### src/rtl/cfd_pkg.sv
package cfd_pkg;

   localparam logic [7:0] SOF_BYTE    = 8'hAA;
   localparam logic [7:0] EOF_BYTE    = 8'h55;
   localparam logic [7:0] OP_CALIB    = 8'h0C;
   localparam logic [7:0] OP_PALETTE  = 8'h1F;
   localparam logic [7:0] CALIB_ARG   = 8'h01;
   localparam logic [7:0] PAL_TOP     = 8'h03;
   localparam logic [7:0] REPLY_LEN   = 8'h01;

   localparam logic [7:0] STAT_OK     = 8'h00;
   localparam logic [7:0] STAT_CSUM   = 8'h01;
   localparam logic [7:0] STAT_ARG    = 8'h02;

   localparam logic [1:0] PAL_RESET   = 2'd0;

   localparam int REPLY_BYTES = 6;

   typedef enum logic [2:0] {
      P_HUNT,
      P_CMD,
      P_LEN,
      P_DATA,
      P_SUM,
      P_TAIL
   } pstate_t;

   typedef struct packed {
      logic [7:0] cmd;
      logic [7:0] status;
   } reply_t;

endpackage

### src/rtl/cfd_parser.sv
module cfd_parser
   import cfd_pkg::*;
#(
   parameter int MAX_LEN = 16,
   parameter int CNT_W   = $clog2(MAX_LEN + 1)
) (
   input  logic             clk,
   input  logic             rst_n,
   input  logic             byte_vld,
   input  logic [7:0]       byte_val,
   input  logic             abort,
   output logic             in_frame,
   output logic             frame_end,
   output logic [7:0]       cmd_o,
   output logic [CNT_W-1:0] len_o,
   output logic [7:0]       arg_o,
   output logic             sum_ok_o
);

   localparam logic [7:0] LEN_LIMIT = 8'(MAX_LEN);

   if (MAX_LEN < 1 || MAX_LEN > 255) begin : g_bad_len
      $error("cfd_parser: MAX_LEN must lie in 1..255");
   end
   if (CNT_W < 1 || CNT_W > 8) begin : g_bad_cnt
      $error("cfd_parser: CNT_W must lie in 1..8");
   end

   pstate_t          st_q;
   logic [7:0]       cmd_q;
   logic [7:0]       acc_q;
   logic [7:0]       arg_q;
   logic [CNT_W-1:0] len_q;
   logic [CNT_W-1:0] cnt_q;
   logic             sum_ok_q;

   logic [CNT_W-1:0] cnt_nxt;
   logic [7:0]       acc_nxt;

   assign cnt_nxt = cnt_q + CNT_W'(1);
   assign acc_nxt = acc_q + byte_val;

   always_ff @(posedge clk or negedge rst_n) begin
      if (!rst_n) begin
         st_q     <= P_HUNT;
         cmd_q    <= '0;
         acc_q    <= '0;
         arg_q    <= '0;
         len_q    <= '0;
         cnt_q    <= '0;
         sum_ok_q <= 1'b0;
      end else if (abort) begin
         st_q <= P_HUNT;
      end else if (byte_vld) begin
         unique case (st_q)
            P_HUNT: begin
               if (byte_val == SOF_BYTE) st_q <= P_CMD;
            end
            P_CMD: begin
               cmd_q <= byte_val;
               acc_q <= byte_val;
               st_q  <= P_LEN;
            end
            P_LEN: begin
               if (byte_val > LEN_LIMIT) begin
                  st_q <= P_HUNT;
               end else begin
                  len_q <= byte_val[CNT_W-1:0];
                  acc_q <= acc_nxt;
                  cnt_q <= '0;
                  arg_q <= '0;
                  st_q  <= (byte_val == 8'h00) ? P_SUM : P_DATA;
               end
            end
            P_DATA: begin
               if (cnt_q == '0) arg_q <= byte_val;
               acc_q <= acc_nxt;
               cnt_q <= cnt_nxt;
               if (cnt_nxt == len_q) st_q <= P_SUM;
            end
            P_SUM: begin
               sum_ok_q <= (byte_val == acc_q);
               st_q     <= P_TAIL;
            end
            P_TAIL: begin
               st_q <= P_HUNT;
            end
            default: st_q <= P_HUNT;
         endcase
      end
   end

   assign in_frame  = (st_q != P_HUNT);
   assign frame_end = byte_vld && !abort && (st_q == P_TAIL) && (byte_val == EOF_BYTE);
   assign cmd_o     = cmd_q;
   assign len_o     = len_q;
   assign arg_o     = arg_q;
   assign sum_ok_o  = sum_ok_q;

endmodule

### src/rtl/cfd_dispatch.sv
module cfd_dispatch
   import cfd_pkg::*;
#(
   parameter int CNT_W = 5
) (
   input  logic             clk,
   input  logic             rst_n,
   input  logic             frame_end,
   input  logic [7:0]       cmd,
   input  logic [CNT_W-1:0] len,
   input  logic [7:0]       arg,
   input  logic             sum_ok,
   output logic             cal_pulse,
   output logic [1:0]       palette,
   output logic             rsp_go,
   output reply_t           rsp
);

   logic       is_cal;
   logic       is_pal;
   logic       len_one;
   logic       arg_ok;
   logic       accept;
   logic [7:0] status;

   always_comb begin
      is_cal  = (cmd == OP_CALIB);
      is_pal  = (cmd == OP_PALETTE);
      len_one = (len == CNT_W'(1));
      arg_ok  = 1'b0;
      if (is_cal)      arg_ok = len_one && (arg == CALIB_ARG);
      else if (is_pal) arg_ok = len_one && (arg <= PAL_TOP);
      accept  = sum_ok && arg_ok;
      if (!sum_ok)     status = STAT_CSUM;
      else if (arg_ok) status = STAT_OK;
      else             status = STAT_ARG;
   end

   always_ff @(posedge clk or negedge rst_n) begin
      if (!rst_n) begin
         cal_pulse <= 1'b0;
         palette   <= PAL_RESET;
         rsp_go    <= 1'b0;
         rsp       <= '0;
      end else begin
         cal_pulse <= frame_end && accept && is_cal;
         rsp_go    <= frame_end;
         if (frame_end) begin
            rsp.cmd    <= cmd;
            rsp.status <= status;
         end
         if (frame_end && accept && is_pal) palette <= arg[1:0];
      end
   end

endmodule

### src/rtl/cfd_idle_timer.sv
module cfd_idle_timer #(
   parameter int TO_W = 16
) (
   input  logic            clk,
   input  logic            rst_n,
   input  logic            active,
   input  logic            byte_seen,
   input  logic [TO_W-1:0] limit,
   output logic            expire
);

   if (TO_W < 2 || TO_W > 32) begin : g_bad_w
      $error("cfd_idle_timer: TO_W must lie in 2..32");
   end

   logic [TO_W-1:0] idle_q;

   assign expire = active && !byte_seen && (limit != '0) &&
                   (idle_q >= limit - TO_W'(1));

   always_ff @(posedge clk or negedge rst_n) begin
      if (!rst_n)                    idle_q <= '0;
      else if (!active || byte_seen) idle_q <= '0;
      else if (!expire)              idle_q <= idle_q + TO_W'(1);
   end

endmodule

### src/rtl/cfd_reply.sv
module cfd_reply
   import cfd_pkg::*;
(
   input  logic       clk,
   input  logic       rst_n,
   input  logic       go,
   input  reply_t     rsp,
   input  logic       ready,
   output logic       valid,
   output logic [7:0] data
);

   localparam int              IDX_W = $clog2(REPLY_BYTES);
   localparam logic [IDX_W-1:0] LAST = IDX_W'(REPLY_BYTES - 1);

   logic             busy_q;
   logic [IDX_W-1:0] idx_q;
   reply_t           hold_q;
   logic [7:0]       bytes [REPLY_BYTES];

   always_comb begin
      bytes[0] = SOF_BYTE;
      bytes[1] = hold_q.cmd;
      bytes[2] = REPLY_LEN;
      bytes[3] = hold_q.status;
      bytes[4] = hold_q.cmd + REPLY_LEN + hold_q.status;
      bytes[5] = EOF_BYTE;
   end

   always_ff @(posedge clk or negedge rst_n) begin
      if (!rst_n) begin
         busy_q <= 1'b0;
         idx_q  <= '0;
         hold_q <= '0;
      end else if (!busy_q) begin
         if (go) begin
            busy_q <= 1'b1;
            idx_q  <= '0;
            hold_q <= rsp;
         end
      end else if (ready) begin
         if (idx_q == LAST) busy_q <= 1'b0;
         else               idx_q  <= idx_q + IDX_W'(1);
      end
   end

   assign valid = busy_q;
   assign data  = bytes[idx_q];

endmodule

### src/rtl/cmd_frame_decoder.sv
module cmd_frame_decoder
   import cfd_pkg::*;
#(
   parameter int MAX_LEN          = 16,
   parameter int TO_W             = 16,
   parameter bit USE_IDLE_TIMEOUT = 1'b1
) (
   input  logic            clk,
   input  logic            rst_n,
   input  logic [TO_W-1:0] idle_limit,
   input  logic            rx_valid,
   input  logic [7:0]      rx_data,
   output logic            tx_valid,
   input  logic            tx_ready,
   output logic [7:0]      tx_data,
   output logic            cal_pulse,
   output logic [1:0]      palette
);

   localparam int CNT_W = $clog2(MAX_LEN + 1);

   logic             in_frame;
   logic             frame_end;
   logic             abort;
   logic [7:0]       f_cmd;
   logic [CNT_W-1:0] f_len;
   logic [7:0]       f_arg;
   logic             f_sum_ok;
   logic             rsp_go;
   reply_t           rsp;

   if (USE_IDLE_TIMEOUT) begin : g_timer
      cfd_idle_timer #(.TO_W(TO_W)) u_timer (
         .clk       (clk),
         .rst_n     (rst_n),
         .active    (in_frame),
         .byte_seen (rx_valid),
         .limit     (idle_limit),
         .expire    (abort)
      );
   end else begin : g_no_timer
      assign abort = 1'b0;
   end

   cfd_parser #(.MAX_LEN(MAX_LEN), .CNT_W(CNT_W)) u_parse (
      .clk       (clk),
      .rst_n     (rst_n),
      .byte_vld  (rx_valid),
      .byte_val  (rx_data),
      .abort     (abort),
      .in_frame  (in_frame),
      .frame_end (frame_end),
      .cmd_o     (f_cmd),
      .len_o     (f_len),
      .arg_o     (f_arg),
      .sum_ok_o  (f_sum_ok)
   );

   cfd_dispatch #(.CNT_W(CNT_W)) u_disp (
      .clk       (clk),
      .rst_n     (rst_n),
      .frame_end (frame_end),
      .cmd       (f_cmd),
      .len       (f_len),
      .arg       (f_arg),
      .sum_ok    (f_sum_ok),
      .cal_pulse (cal_pulse),
      .palette   (palette),
      .rsp_go    (rsp_go),
      .rsp       (rsp)
   );

   cfd_reply u_reply (
      .clk   (clk),
      .rst_n (rst_n),
      .go    (rsp_go),
      .rsp   (rsp),
      .ready (tx_ready),
      .valid (tx_valid),
      .data  (tx_data)
   );

endmodule

### config.mk
export PLATFORM = sky130hd
export DESIGN_NAME = cmd_frame_decoder
export DESIGN_NICKNAME = d
export VERILOG_FILES = /design/src/rtl/cfd_pkg.sv /design/src/rtl/cfd_parser.sv /design/src/rtl/cfd_dispatch.sv /design/src/rtl/cfd_idle_timer.sv /design/src/rtl/cfd_reply.sv /design/src/rtl/cmd_frame_decoder.sv
export SDC_FILE = /design/constraint.sdc
export NUM_CORES = 1
export LEC_CHECK = 0
export BUFFER_PORTS_ARGS = -buffer_cell sky130_fd_sc_hd__buf_2
export CAP_MARGIN = 20
export CORE_UTILIZATION = 55
export CTS_CLUSTER_DIAMETER = 200
export DETAILED_ROUTE_END_ITERATION = 8
export PLACE_DENSITY = 0.74
export RECOVER_POWER = 25
export SYNTH_ARGS = -nofsm -noshare
export SYNTH_HDL_FRONTEND = slang
export SYNTH_SLANG_ARGS = --single-unit
### constraint.sdc
create_clock -name clk -period 2.92 [get_ports clk]
set_clock_uncertainty 0.1 [all_clocks]
set_input_delay 0.146 -clock clk [delete_from_list [all_inputs] [get_ports clk]]
set_output_delay 0.146 -clock clk [all_outputs]
set_load 0.1 [all_outputs]
==> results.md, run 1 <==
* Min Tclk post-route at 2.93 ns
* Critical path arrival at 3.07 ns
* Hold_sp: rx_data[0]
* Synth unique cells at 63
* Post-synth top flop: dfrtp_1
* Post-Syn Instances at 591
* Seq/Total Area, Yosys at 38.3%
* Area of the multi-input gates at 3260 um^2
* Avg Cell Area, Syn at 9.07 um^2
* Largest net degree at the start of global routing at 83
* Initial DRT Pass Iterations at 4
* Reg2reg end: g_timer.u_timer.idle_q[0]$_DFFE_PN0P_
* Worst Path Required at 3.06 ns
* Antenna cells at 0
* Worst VDD drop at 0.000616 V
* CP Cell Sequence: buf_8 > clkinv_8 > ha_4 > or4b_4 > or3b_4 > nor2_4 > xnor2_2 > ha_1 > a31o_2 > a221o_1 > o211ai_4 > buf_12 > nor2_4 > mux2_4
* Htree depth at 3
* CP max stage cell: or4b_4
* Final WL at 12000 um
* Initial DRC Count at 275
* Die Height at 101 um
* # DRC at 0
* Rows at 35
* Vias in the first global route at 4425
* Clk buf depth at 2
* MaxCap Viol Count at 0
* Rel. slew slack at 3.24%
* All-Layer GR Usage at 24.9%
* First-pass GRT wire length at 20300 um
* Input/output buffers at 39
* Initial core utilization at 57.4%
* Dpl hpwl at 8550 um
* Layout area overhead at 18.7%
* CP Capture Type: flip-flop
* Ports at 40
* Leak pwr at 0.00290 uW
* Hold EP: u_parse.arg_o[0]$_DFFE_PN0P_
* Post-synth ARST share at 100%
* Total CTS buffers at 9
* Hold Crit Depth at 3
* Critical Path Fanout Max at 7
* Placer Congestion at 0.861
* Number of synthesized flops with an enable pin at 0
* Cells on worst reg2reg path at 9
* Fmax at 341 MHz
* RSZ-0062 raised after global routing: true
* Final hold vios at 0
* Worst Tran Pin Value at 1.45 ns
* # setup viols final at 3
* Sinks on Clock Net at 82
* Reg-to-Reg Start: g_timer.u_timer.idle_q[0]$_DFFE_PN0P_
* Nets at 718
* Status: finished with violations
* Delay-heaviest family, CP: simple AND/OR/NAND/NOR gates
* WL met3 at 425 um
* R2r setup slk at 0.32 ns
* Most frequent CP cell: nor2_4
* CP startpoint kind: input port
* Root buffer cell: clkbuf_8
* Final core occ at 68.2%
* Number of synthesized register bits at 82
* FILL cells at 724
* Pwr dens at 729 nW/um^2
* Clock Pin Slew Worst Setup and Hold Paths at 0.08 ns
* Clk Latency, worst-skew pair at 0.35 ns
* Antenna violations before repair at 0
* Post-detailed-route count of antenna-violating nets at 0
* Wire length per cell after detailed routing at 15.2 um
* Ys Warns at 0
* Via density at 5.84
* Top sig layer: met4
* CTS tree: done
* Die W at 101 um
* Ratio of cells with drive above 1 in the final layout at 23.0%
* Slew Viols, Final at 0
* Mapped cell area at 5360 um^2
* Setup TNS at -0.0188 ns
* Met2 wire length at 6040 um
* HP Class: in -> reg
* Slack of the critical path at -0.0125 ns
* Max stage delay on crit path at 0.46 ns
* Global route overflow at 0
* Vias at 4619
* Mapped Nets at 652
* Crit path buf inv count at 3
* Register area at 2050 um^2
* Pwr Total at 4640 uW
* Setup Crit Path Kind: in -> reg
* Violated checks: negative setup slack
* Metal-1 WL at 5390 um
* Crit share post-route at 100%
* Core Area at 9330 um^2
* Die Area at 10100 um^2
[per-stage QoR]
step | instance area (um^2) | hold WS (ns) | instances | setup slack (ns)
floorplan | 5450 | -0.250 | 591 | -0.287
global placement | 5930 | 0.279 | 763 | -0.475
detailed placement | 5930 | 0.292 | 763 | -0.535
CTS | 6230 | 0.0137 | 785 | -0.0424
global route | 6360 | 0.0368 | 791 | -0.121
finish | 6360 | 0.0273 | 791 | -0.0125
[layout by cell type (no fill, tap or decap), types with 8 or more instances in the layout]
cell type and instances:
dfrtp_1 82, nand2_1 71, o21ai_0 47, nor2_1 42, buf_2 36, buf_4 33, ha_1 30, mux2_2 26
inv_1 21, nor3_1 18, a21oi_1 16, xnor2_1 15, nand3_1 14, mux2i_1 13, xor2_1 10, nand4_1 10
o31ai_1 10, a21o_1 9, clkbuf_8 9, or3_1 8
[worst max path at each step]
| stage | cells after the start | endpoint | slack, ns | startpoint |
|---|---|---|---|---|
| after global routing | 14 | g_timer.u_timer.idle_q[13]$_DFFE_PN0P_ | -0.12 | idle_limit[0] |
| after floorplan | 14 | g_timer.u_timer.idle_q[4]$_DFFE_PN0P_ | -0.29 | idle_limit[1] |
| after global placement | 13 | g_timer.u_timer.idle_q[5]$_DFFE_PN0P_ | -0.48 | idle_limit[1] |
| after detailed placement | 14 | g_timer.u_timer.idle_q[4]$_DFFE_PN0P_ | -0.54 | idle_limit[1] |
| final | 14 | g_timer.u_timer.idle_q[0]$_DFFE_PN0P_ | -0.01 | idle_limit[0] |
| after CTS | 13 | g_timer.u_timer.idle_q[4]$_DFFE_PN0P_ | -0.04 | idle_limit[0] |
[worst min-delay path: cells and delay by family]
family	cells	cell delay, ns
buffers and inverters	1	0.16
AND/OR/NAND/NOR	1	0.07
AO/OA/AOI/OAI	1	0.06
[flip-flops by register name, summed over array words and instances, names as in the netlist]
register / flops
u_parse.cmd_o: 8
u_reply.bytes: 10
u_reply.idx_q: 3
u_parse.len_o: 5
u_disp.rsp_go: 1
u_disp.palette: 2
u_parse.acc_q: 8
g_timer.u_timer.idle_q: 16
u_reply.valid: 1
u_parse.st_q: 3
u_parse.sum_ok_o: 1
u_parse.arg_o: 8
u_disp.cal_pulse: 1
u_disp.rsp: 10
u_parse.cnt_q: 5
[report_power, final]
| part | total [uW] | switching [uW] | internal (uW) |
|---|---|---|---|
| Sequential | 1660 | 292 | 1370 |
| Clock | 901 | 416 | 485 |
| Combinational | 2070 | 1340 | 739 |
| Total | 4640 | 2040 | 2590 |
[timing repair]
action	in CTS	in global routing
buffers inserted	2	5
setup endpoints to repair	16	18
hold buffers	4	0
pin swaps	10	13
endpoints found under the hold margin	85	0
resized for setup	8	18
[layer usage]
layer  vias up  GRT usage (%)
met5         -              0
met4         0           5.35
met3        15           4.51
met2        86           43.5
met1      2253           32.3
li1       2265              -
[cells in the mapped netlist, types with 2 or more instances]
cell	count	share of area [%]
nor4_1	7	0.82
a21oi_1	19	1.8
ha_1	31	7.2
dfrtp_1	82	38
clkbuf_1	19	1.3
nor2_1	44	3.1
nor3b_1	2	0.28
a211oi_1	12	1.7
nand3b_1	6	0.84
o21ai_0	50	4.7
mux2i_1	13	2.4
a21o_1	9	1.3
mux2_2	26	5.5
nand3_1	14	1.3
nand2b_1	7	0.82
o21a_1	4	0.56
or4_1	3	0.42
buf_1	4	0.28
a22o_1	3	0.49
and2_1	7	0.82
nor4b_1	3	0.49
a31oi_1	4	0.47
o211ai_1	5	0.70
nand2_1	71	5.0
mux2_1	2	0.42
o31ai_1	10	1.4
o22ai_1	3	0.35
and3_1	5	0.58
fa_1	2	0.75
or3_1	8	0.93
nor3_1	20	1.9
nor2b_1	7	0.82
or2_2	2	0.23
nand4_1	10	1.2
o21bai_1	3	0.42
xnor2_1	16	2.6
xor2_1	10	1.6
inv_1	23	1.6
[kinds of logic (layout without fill, tap and decap cells)]
family / count (synthesis) / count (layout) / synth area share (%)
fa+ha+maj: 33 / 33 / 7.99
simple gates: 224 / 224 / 20.8
xor+xnor: 26 / 26 / 4.25
buf+inv: 48 / 119 / 3.53
flops: 82 / 82 / 38.3
mux: 42 / 42 / 8.59
compound gates: 136 / 136 / 16.5
[layout make-up]
cell class	count	area share (%)
Tap cell	129	2.54
Clock buffer	10	2.01
Sequential cell	82	32.3
Clock inverter	6	1.42
Timing Repair Buffer	80	8.68
Inverter	23	1.75
Multi-Input combinational cell	461	51.3
No activity file was read; power rests on OpenSTA's default activity.
==> run 2, diff against run 1 <==
--- a/config.mk
+++ b/config.mk
@@ -14,4 +14,5 @@
 export RECOVER_POWER = 25
 export SYNTH_ARGS = -nofsm -noshare
 export SYNTH_HDL_FRONTEND = slang
+export SYNTH_HIERARCHICAL = 1
 export SYNTH_SLANG_ARGS = --single-unit
==> results.md, run 2 <==
* Nets at 762 (+6.1%)
* Ports at 40 (unchanged)
* Sinks on Clock Net at 88 (+7.3%)
* Min Tclk post-route at 3.41 ns (+0.475 ns)
* Clk Latency, worst-skew pair at 0.37 ns (+0.02 ns)
* Worst VDD drop at 0.000518 V (-16%)
* Final WL at 14000 um (+17%)
* Wire length per cell after detailed routing at 16.7 um (+10%)
* Rows at 37 (+5.7%)
* Core Area at 10300 um^2 (+10%)
* Ys Warns at 6 (+6)
* Cells on worst reg2reg path at 15 (+6)
* Post-synth top flop: dfrtp_1
* Layout area overhead at 22.5%
* Setup TNS at -18.54 ns (-18.52 ns)
* Hold Crit Depth at 3 (unchanged)
* Area of the multi-input gates at 3670 um^2 (+12%)
* Total CTS buffers at 9 (unchanged)
* Synth unique cells at 74 (+17%)
* Slack of the critical path at -0.487 ns (-0.475 ns)
* Vias in the first global route at 5004 (+13%)
* Post-placement setup slack at -0.909 ns (-0.374 ns)
* Ratio of cells with drive above 1 in the final layout at 30.9% (+7.9 points)
* All-Layer GR Usage at 26.5% (+1.6 points)
* Clock network power share at 16.2% (-3.2 points)
* Pwr dens at 759 nW/um^2 (+4.1%)
* Avg Cell Area, Syn at 9.61 um^2 (+6.0%)
* Commonest non-fill, non-tap cell in the layout: dfrtp_1
* Root buffer cell: clkbuf_8
* Final hold vios at 0 (unchanged)
* Placed cells at 807 (+5.8%)
* MaxCap Viol Count at 1 (+1)
* Register area at 2200 um^2 (+7.3%)
* Post-synth ARST share at 100% (unchanged)
* Number of synthesized register bits at 88 (+7.3%)
* Critical Path Fanout Max at 3 (-4)
* Main area contributors after synthesis: dfrtp_1, ha_1, mux2_2
* Htree depth at 3 (unchanged)
* P_sw at 2460 uW (+21%)
* Rel. slew slack at -51.2% (-54 points)
* Initial DRC Count at 219 (-20%)
* Final Non-Filler Cells at 836 (+5.7%)
* Clock Pin Slew Worst Setup and Hold Paths at 0.09 ns (about the same)
* First-pass GRT wire length at 23200 um (+14%)
* Synth top area share at 37.9% (-0.43 points)
* Pwr Total at 5410 uW (+17%)
* Critical path arrival at 3.56 ns (+0.49 ns)
* XOR/XNOR share of the synthesized area at 4.65% (+0.40 points)
* P_int at 2950 uW (+14%)
* Largest net degree at the start of global routing at 40 (-52%)
* Antenna cells at 0 (unchanged)
* Placer Congestion at 0.894 (+3.8%)
* Mapped cell area at 5820 um^2 (+8.5%)
* Die Area at 11000 um^2 (+8.4%)
* Post-Syn Instances at 605 (+2.4%)
* Worst Tran Pin Value at 2.27 ns (+0.816 ns)
* Status: finished with violations
* Worst Path Required at 3.07 ns (about the same)
* Via density at 6.05 (+3.7%)
* Violated checks: max-capacitance violations, max-slew violations, negative setup slack
* Seq/Total Area, Yosys at 37.9% (-0.43 points)
* Vias at 5061 (+9.6%)
* HP Class: in -> reg
* Initial DRT Pass Iterations at 5 (+1)
* Post-route cell area at 7130 um^2 (+12%)
* RSZ-0062 raised after global routing: true
* FILL cells at 828 (+14%)
* Initial core utilization at 56.6% (-0.85 points)
* Most frequent cell after synthesis: dfrtp_1
* Simple-gate share of the synthesized area at 20.7% (-0.16 points)
* # DRC at 0 (unchanged)
* Largest family of logic cells by synthesized area: simple AND/OR/NAND/NOR gates
* Die W at 105 um (+4.1%)
* Slew Viols, Final at 40 (+40)
* CP startpoint kind: input port
* Post-synthesis adder-cell area fraction at 8.65% (+0.66 points)
* Antenna violations before repair at 0 (unchanged)
* Leak pwr at 0.00324 uW (+12%)
* Most instantiated cells after synthesis: dfrtp_1, nand2_1, a21oi_1
* Switch share at 45.6% (+1.5 points)
* Die Height at 105 um (+4.1%)
* Mux contribution to synthesized area at 9.34% (+0.74 points)
* Global route overflow at 0 (unchanged)
* Setup Crit Path Kind: in -> reg
* Number of synthesized flops with an enable pin at 0 (unchanged)
* Fmax at 294 MHz (-14%)
* CP Capture Type: flip-flop
* Post-detailed-route count of antenna-violating nets at 0 (unchanged)
* Combinational power share at 49.7% (+5.0 points)
* Clk buf depth at 2 (unchanged)
* Commonest cells after routing, fill and taps aside: dfrtp_1, buf_4, nand2_1
* Crit share post-route at 117% (+16 points)
* CTS tree: done
* Seq pwr share at 34.2% (-1.6 points)
* Dpl hpwl at 10100 um (+18%)
* # setup viols final at 54 (+51)
* DP Area at 6640 um^2 (+12%)
* Input/output buffers at 39 (unchanged)
* Synth Area in Compound Gates at 14.1% (-2.4 points)
* Leading area contributor after synthesis: dfrtp_1
[run 2: cell count changes after synthesis, sizes merged, moves of 9 or more]
cell    previous run  this run
mux2              29        42
a211oi            12         3
a21oi             19        42
nor2              45        32
and3               5        14
buf                6        20
nand2             71        50
[run 2: layer usage]
layer	share of wire, %	track usage (%)	vias to the layer above
met3	4.3	4.12	42
li1	-	-	2399
met1	42	33.5	2467
met5	0	0	-
met2	50	45.0	153
met4	3.3	11.8	0
[run 2: through the flow]
| stage | hold slack [ns] | utilization [%] |
|---|---|---|
| after floorplan | -0.250 | - |
| after global placement | 0.0583 | 64.6 |
| after detailed placement | 0.0669 | 64.6 |
| after CTS | 0.0481 | 68.9 |
| after global routing | 0.0615 | 69.3 |
| final | 0.0544 | 69.3 |
[run 2: area by class of cell]
type,count,area share [%]
well taps,136,2.39
clock inverters,6,0.930
multi-input cells,469,51.5
inverters,22,1.37
repair buffers,105,11.0
flip-flops and latches,88,30.9
clock buffers,10,1.93
[run 2: what timing repair did]
| item | 4_1_cts | 5_1_grt |
|---|---|---|
| hold endpoints to repair | 38 | 0 |
| pin swaps | 7 | 2 |
| buffers inserted | 8 | 2 |
| cloned | 1 | 0 |
| resized for setup | 35 | 8 |
| hold buffers | 2 | 0 |
| setup endpoints to repair | 65 | 69 |
[run 2: path summary, 6_finish.rpt]
kind	startpoint	endpoint	slack, ns
worst max register to register	g_timer.u_timer/idle_q[0]$_DFFE_PN0P_	u_disp/palette[1]$_DFFE_PN0P_	-0.39
min in group asynchronous	rst_n	u_reply/bytes[23]$_DFFE_PN0P_	0.89
worst min-delay path	rx_data[5]	u_parse/acc_q[5]$_DFFE_PN0P_	0.05
worst max-delay path	idle_limit[0]	u_disp/palette[1]$_DFFE_PN0P_	-0.49
max in group asynchronous	rst_n	u_disp/rsp[8]$_DFFE_PN0P_	0.48
worst min register to register	u_disp/rsp[8]$_DFFE_PN0P_	u_reply/bytes[32]$_DFFE_PN0P_	0.38
[run 2: worst max-delay path, cell delays in order]
cell and delay, ns:
buf_12 0.11, inv_12 0.04, ha_4 0.12, nor3b_4 0.22, nand2_1 0.11, or4_4 0.43
xor2_1 0.16, ha_1 0.28, nand2_2 0.07, nor4_4 0.14, or4b_4 0.50, a31oi_4 0.17
nor2b_4 0.23, nor2b_4 0.06, nand2_2 0.10, nor4_4 0.04, nor4b_2 0.15, nand2_1 0.11
nor3_4 0.06, mux2_4 0.29
[run 2: logic make-up after synthesis]
logic type                 count (synthesis)
and+or+nand+nor                          212
xor gates and xnor gates                  29
AOI/OAI and AO/OA                        133
muxes                                     49
buffers and inverters                     54
DFF                                       88
adders and majority gates                 39
other                                      1
[run 2: power groups by stage]
stage / registers (uW) / clock network, uW / logic [uW]
finish: 1850 / 875 / 2690
global route: 1900 / 952 / 2910
CTS: 1840 / 895 / 2650
detailed placement: 1860 / 0 / 2460
global placement: 1840 / 0 / 2380
floorplan: 1750 / 0 / 1980
==> run 3, diff against run 2 <==
--- a/config.mk
+++ b/config.mk
@@ -8,8 +8,10 @@
 export BUFFER_PORTS_ARGS = -buffer_cell sky130_fd_sc_hd__buf_2
 export CAP_MARGIN = 20
 export CORE_UTILIZATION = 55
+export CTS_BUF_LIST = sky130_fd_sc_hd__clkbuf_16
 export CTS_CLUSTER_DIAMETER = 200
 export DETAILED_ROUTE_END_ITERATION = 8
+export GPL_ROUTABILITY_DRIVEN = 0
 export PLACE_DENSITY = 0.74
 export RECOVER_POWER = 25
 export SYNTH_ARGS = -nofsm -noshare
==> results.md, run 3 (synthesis results as in run 2) <==
* Dpl hpwl at 10100 um (unchanged)
* Post-detailed-route count of antenna-violating nets at 0 (unchanged)
* Worst VDD drop at 0.000515 V (-0.60%)
* Violated checks: negative setup slack
* Critical path arrival at 3.55 ns (about the same)
* # setup viols final at 67 (+24%)
* Setup Crit Path Kind: in -> reg
* Final Non-Filler Cells at 837 (+0.12%)
* Slew Viols, Final at 0 (-100%)
* Clk buf depth at 2 (unchanged)
* Reg2reg end: u_disp/palette[0]$_DFFE_PN0P_
* Clk Latency, worst-skew pair at 0.34 ns (-0.03 ns)
* Initial DRC Count at 218 (-0.46%)
* Pwr dens at 788 nW/um^2 (+3.8%)
* Worst Path Required at 3.04 ns (-0.03 ns)
* Hold EP: u_parse/acc_q[5]$_DFFE_PN0P_
* CP startpoint kind: input port
* Setup TNS at -20.42 ns (-1.88 ns)
* Rel. slew slack at 29.7% (+81 points)
* Final hold vios at 0 (unchanged)
* Global route overflow at 0 (unchanged)
* Max stage delay on crit path at 0.50 ns (about the same)
* Rows at 37 (unchanged)
* Cells on worst reg2reg path at 15 (unchanged)
* CP Capture Type: flip-flop
* # DRC at 0 (unchanged)
* Total CTS buffers at 9 (unchanged)
* Die Area at 11000 um^2 (unchanged)
* Reg-to-Reg Start: g_timer.u_timer/idle_q[0]$_DFFE_PN0P_
* Hold_sp: rx_data[5]
* Vias at 5030 (-0.61%)
* Antenna cells at 0 (unchanged)
* Core Area at 10300 um^2 (unchanged)
* Placed cells at 807 (unchanged)
* Status: finished with violations
* Layout area overhead at 23.8%
* CTS tree: done
* Sinks on Clock Net at 88 (unchanged)
* Hold Crit Depth at 3 (unchanged)
* Vias in the first global route at 5075 (+1.4%)
* First-pass GRT wire length at 23700 um (+1.9%)
* Ports at 40 (unchanged)
* MaxCap Viol Count at 0 (-1)
* HP Class: in -> reg
* Final core occ at 70.0% (+0.69 points)
* Input/output buffers at 39 (unchanged)
* Root buffer cell: clkbuf_16
* Commonest cells after routing, fill and taps aside: dfrtp_1, buf_4, nand2_1
* Post-placement setup slack at -0.909 ns (unchanged)
* Largest net degree at the start of global routing at 40 (unchanged)
* Nets at 763 (+0.13%)
* Fmax at 292 MHz (-0.56%)
* CP max stage cell: or4b_4
* Pwr Total at 5670 uW (+4.8%)
* Leak pwr at 0.00328 uW (+1.2%)
* RSZ-0062 raised after global routing: true
* Min Tclk post-route at 3.43 ns (+0.0193 ns)
* Die Height at 105 um (unchanged)
* Wire length per cell after detailed routing at 17.0 um (+1.6%)
* R2r setup slk at -0.39 ns (about the same)
* Commonest non-fill, non-tap cell in the layout: dfrtp_1
* Slack of the critical path at -0.506 ns (-0.0193 ns)
* Initial DRT Pass Iterations at 5 (unchanged)
* Crit share post-route at 117% (+0.66 points)
* Clock Pin Slew Worst Setup and Hold Paths at 0.06 ns (-0.03 ns)
* CP Cell Sequence: buf_12 > inv_12 > ha_4 > nor3b_4 > nand2_1 > or4_4 > xor2_1 > ha_1 > nand2_2 > nor4_4 > or4b_4 > a31oi_4 > nor2b_4 > nor2b_4 > nand2_2 > nor4_4 > nor4b_2 > nand2_1 > nor3_4 > mux2_4
* Ratio of cells with drive above 1 in the final layout at 30.5% (-0.33 points)
* Die W at 105 um (unchanged)
* All-Layer GR Usage at 27.0% (+0.49 points)
* Final WL at 14200 um (+1.7%)
* Critical Path Fanout Max at 3 (unchanged)
* Initial core utilization at 56.6% (unchanged)
* Antenna violations before repair at 0 (unchanged)
* Htree depth at 3 (unchanged)
* Worst Tran Pin Value at 1.06 ns (-1.21 ns)
* Via density at 6.01 (-0.73%)
## run 3: cell types whose count changed in the layout (fill, tap and decap cells not counted), moves of 2 or more
cell,delta
clkbuf_16,+9
o21ai_1,+2
o21ai_2,-2
clkbuf_8,-10
## run 3: final cells by class
class | count | area [um^2]
inverters | 22 | 97.6
clock buffers | 9 | 225
fillers | 810 | 3080
multi-input cells | 469 | 3640
well taps | 136 | 170
flip-flops and latches | 88 | 2200
repair buffers | 106 | 790
clock inverters | 7 | 70.1
## run 3: timing repair
item | 4_1_cts | 5_1_grt
endpoints found under the setup margin | 65 | 68
pin swaps | 6 | 1
gates resized for setup | 30 | 6
setup buffers | 9 | 2
gates cloned | 1 | 0
hold buffers | 2 | 0
hold endpoints to repair | 38 | 0
## run 3: routing by layer
layer | track usage (%) | vias to the layer above | part of all wire [%]
met5 | 0 | - | 0
met4 | 11.4 | 0 | 2.4
met3 | 3.56 | 39 | 4.2
met2 | 47.0 | 153 | 51
met1 | 33.8 | 2434 | 42
li1 | - | 2404 | -
## run 3: worst max-delay path, delay by kind of cell
kind                       cells  cell delay [ns]
AOI/OAI and AO/OA              1             0.17
xor gates and xnor gates       1             0.16
adders and majority gates      2             0.40
buffers and inverters          2             0.15
muxes                          1             0.29
and+or+nand+nor               13             2.21
## run 3: worst max-delay path by stage
stage / from / to / slack, ns / cells past startpoint
global route: idle_limit[0] / u_disp/palette[1]$_DFFE_PN0P_ / -0.72 / 20
detailed placement: idle_limit[0] / u_disp/palette[1]$_DFFE_PN0P_ / -0.91 / 20
floorplan: idle_limit[0] / u_disp/palette[0]$_DFFE_PN0P_ / -0.84 / 21
CTS: idle_limit[0] / u_disp/palette[0]$_DFFE_PN0P_ / -0.47 / 20
global placement: idle_limit[0] / u_disp/palette[0]$_DFFE_PN0P_ / -0.82 / 20
finish: idle_limit[0] / u_disp/palette[0]$_DFFE_PN0P_ / -0.51 / 20
## run 3: metrics by stage
step	cell area, um^2	hold WS [ns]
2_1_floorplan	6040	-0.250
3_3_place_gp	6640	0.0583
3_5_place_dp	6640	0.0669
4_1_cts	7150	0.0773
5_1_grt	7200	0.104
6_report	7200	0.0980
## run 3: where the power goes
part / switching (uW) / internal, uW
registers: 360 / 1490
clock network: 489 / 665
logic: 1640 / 1020
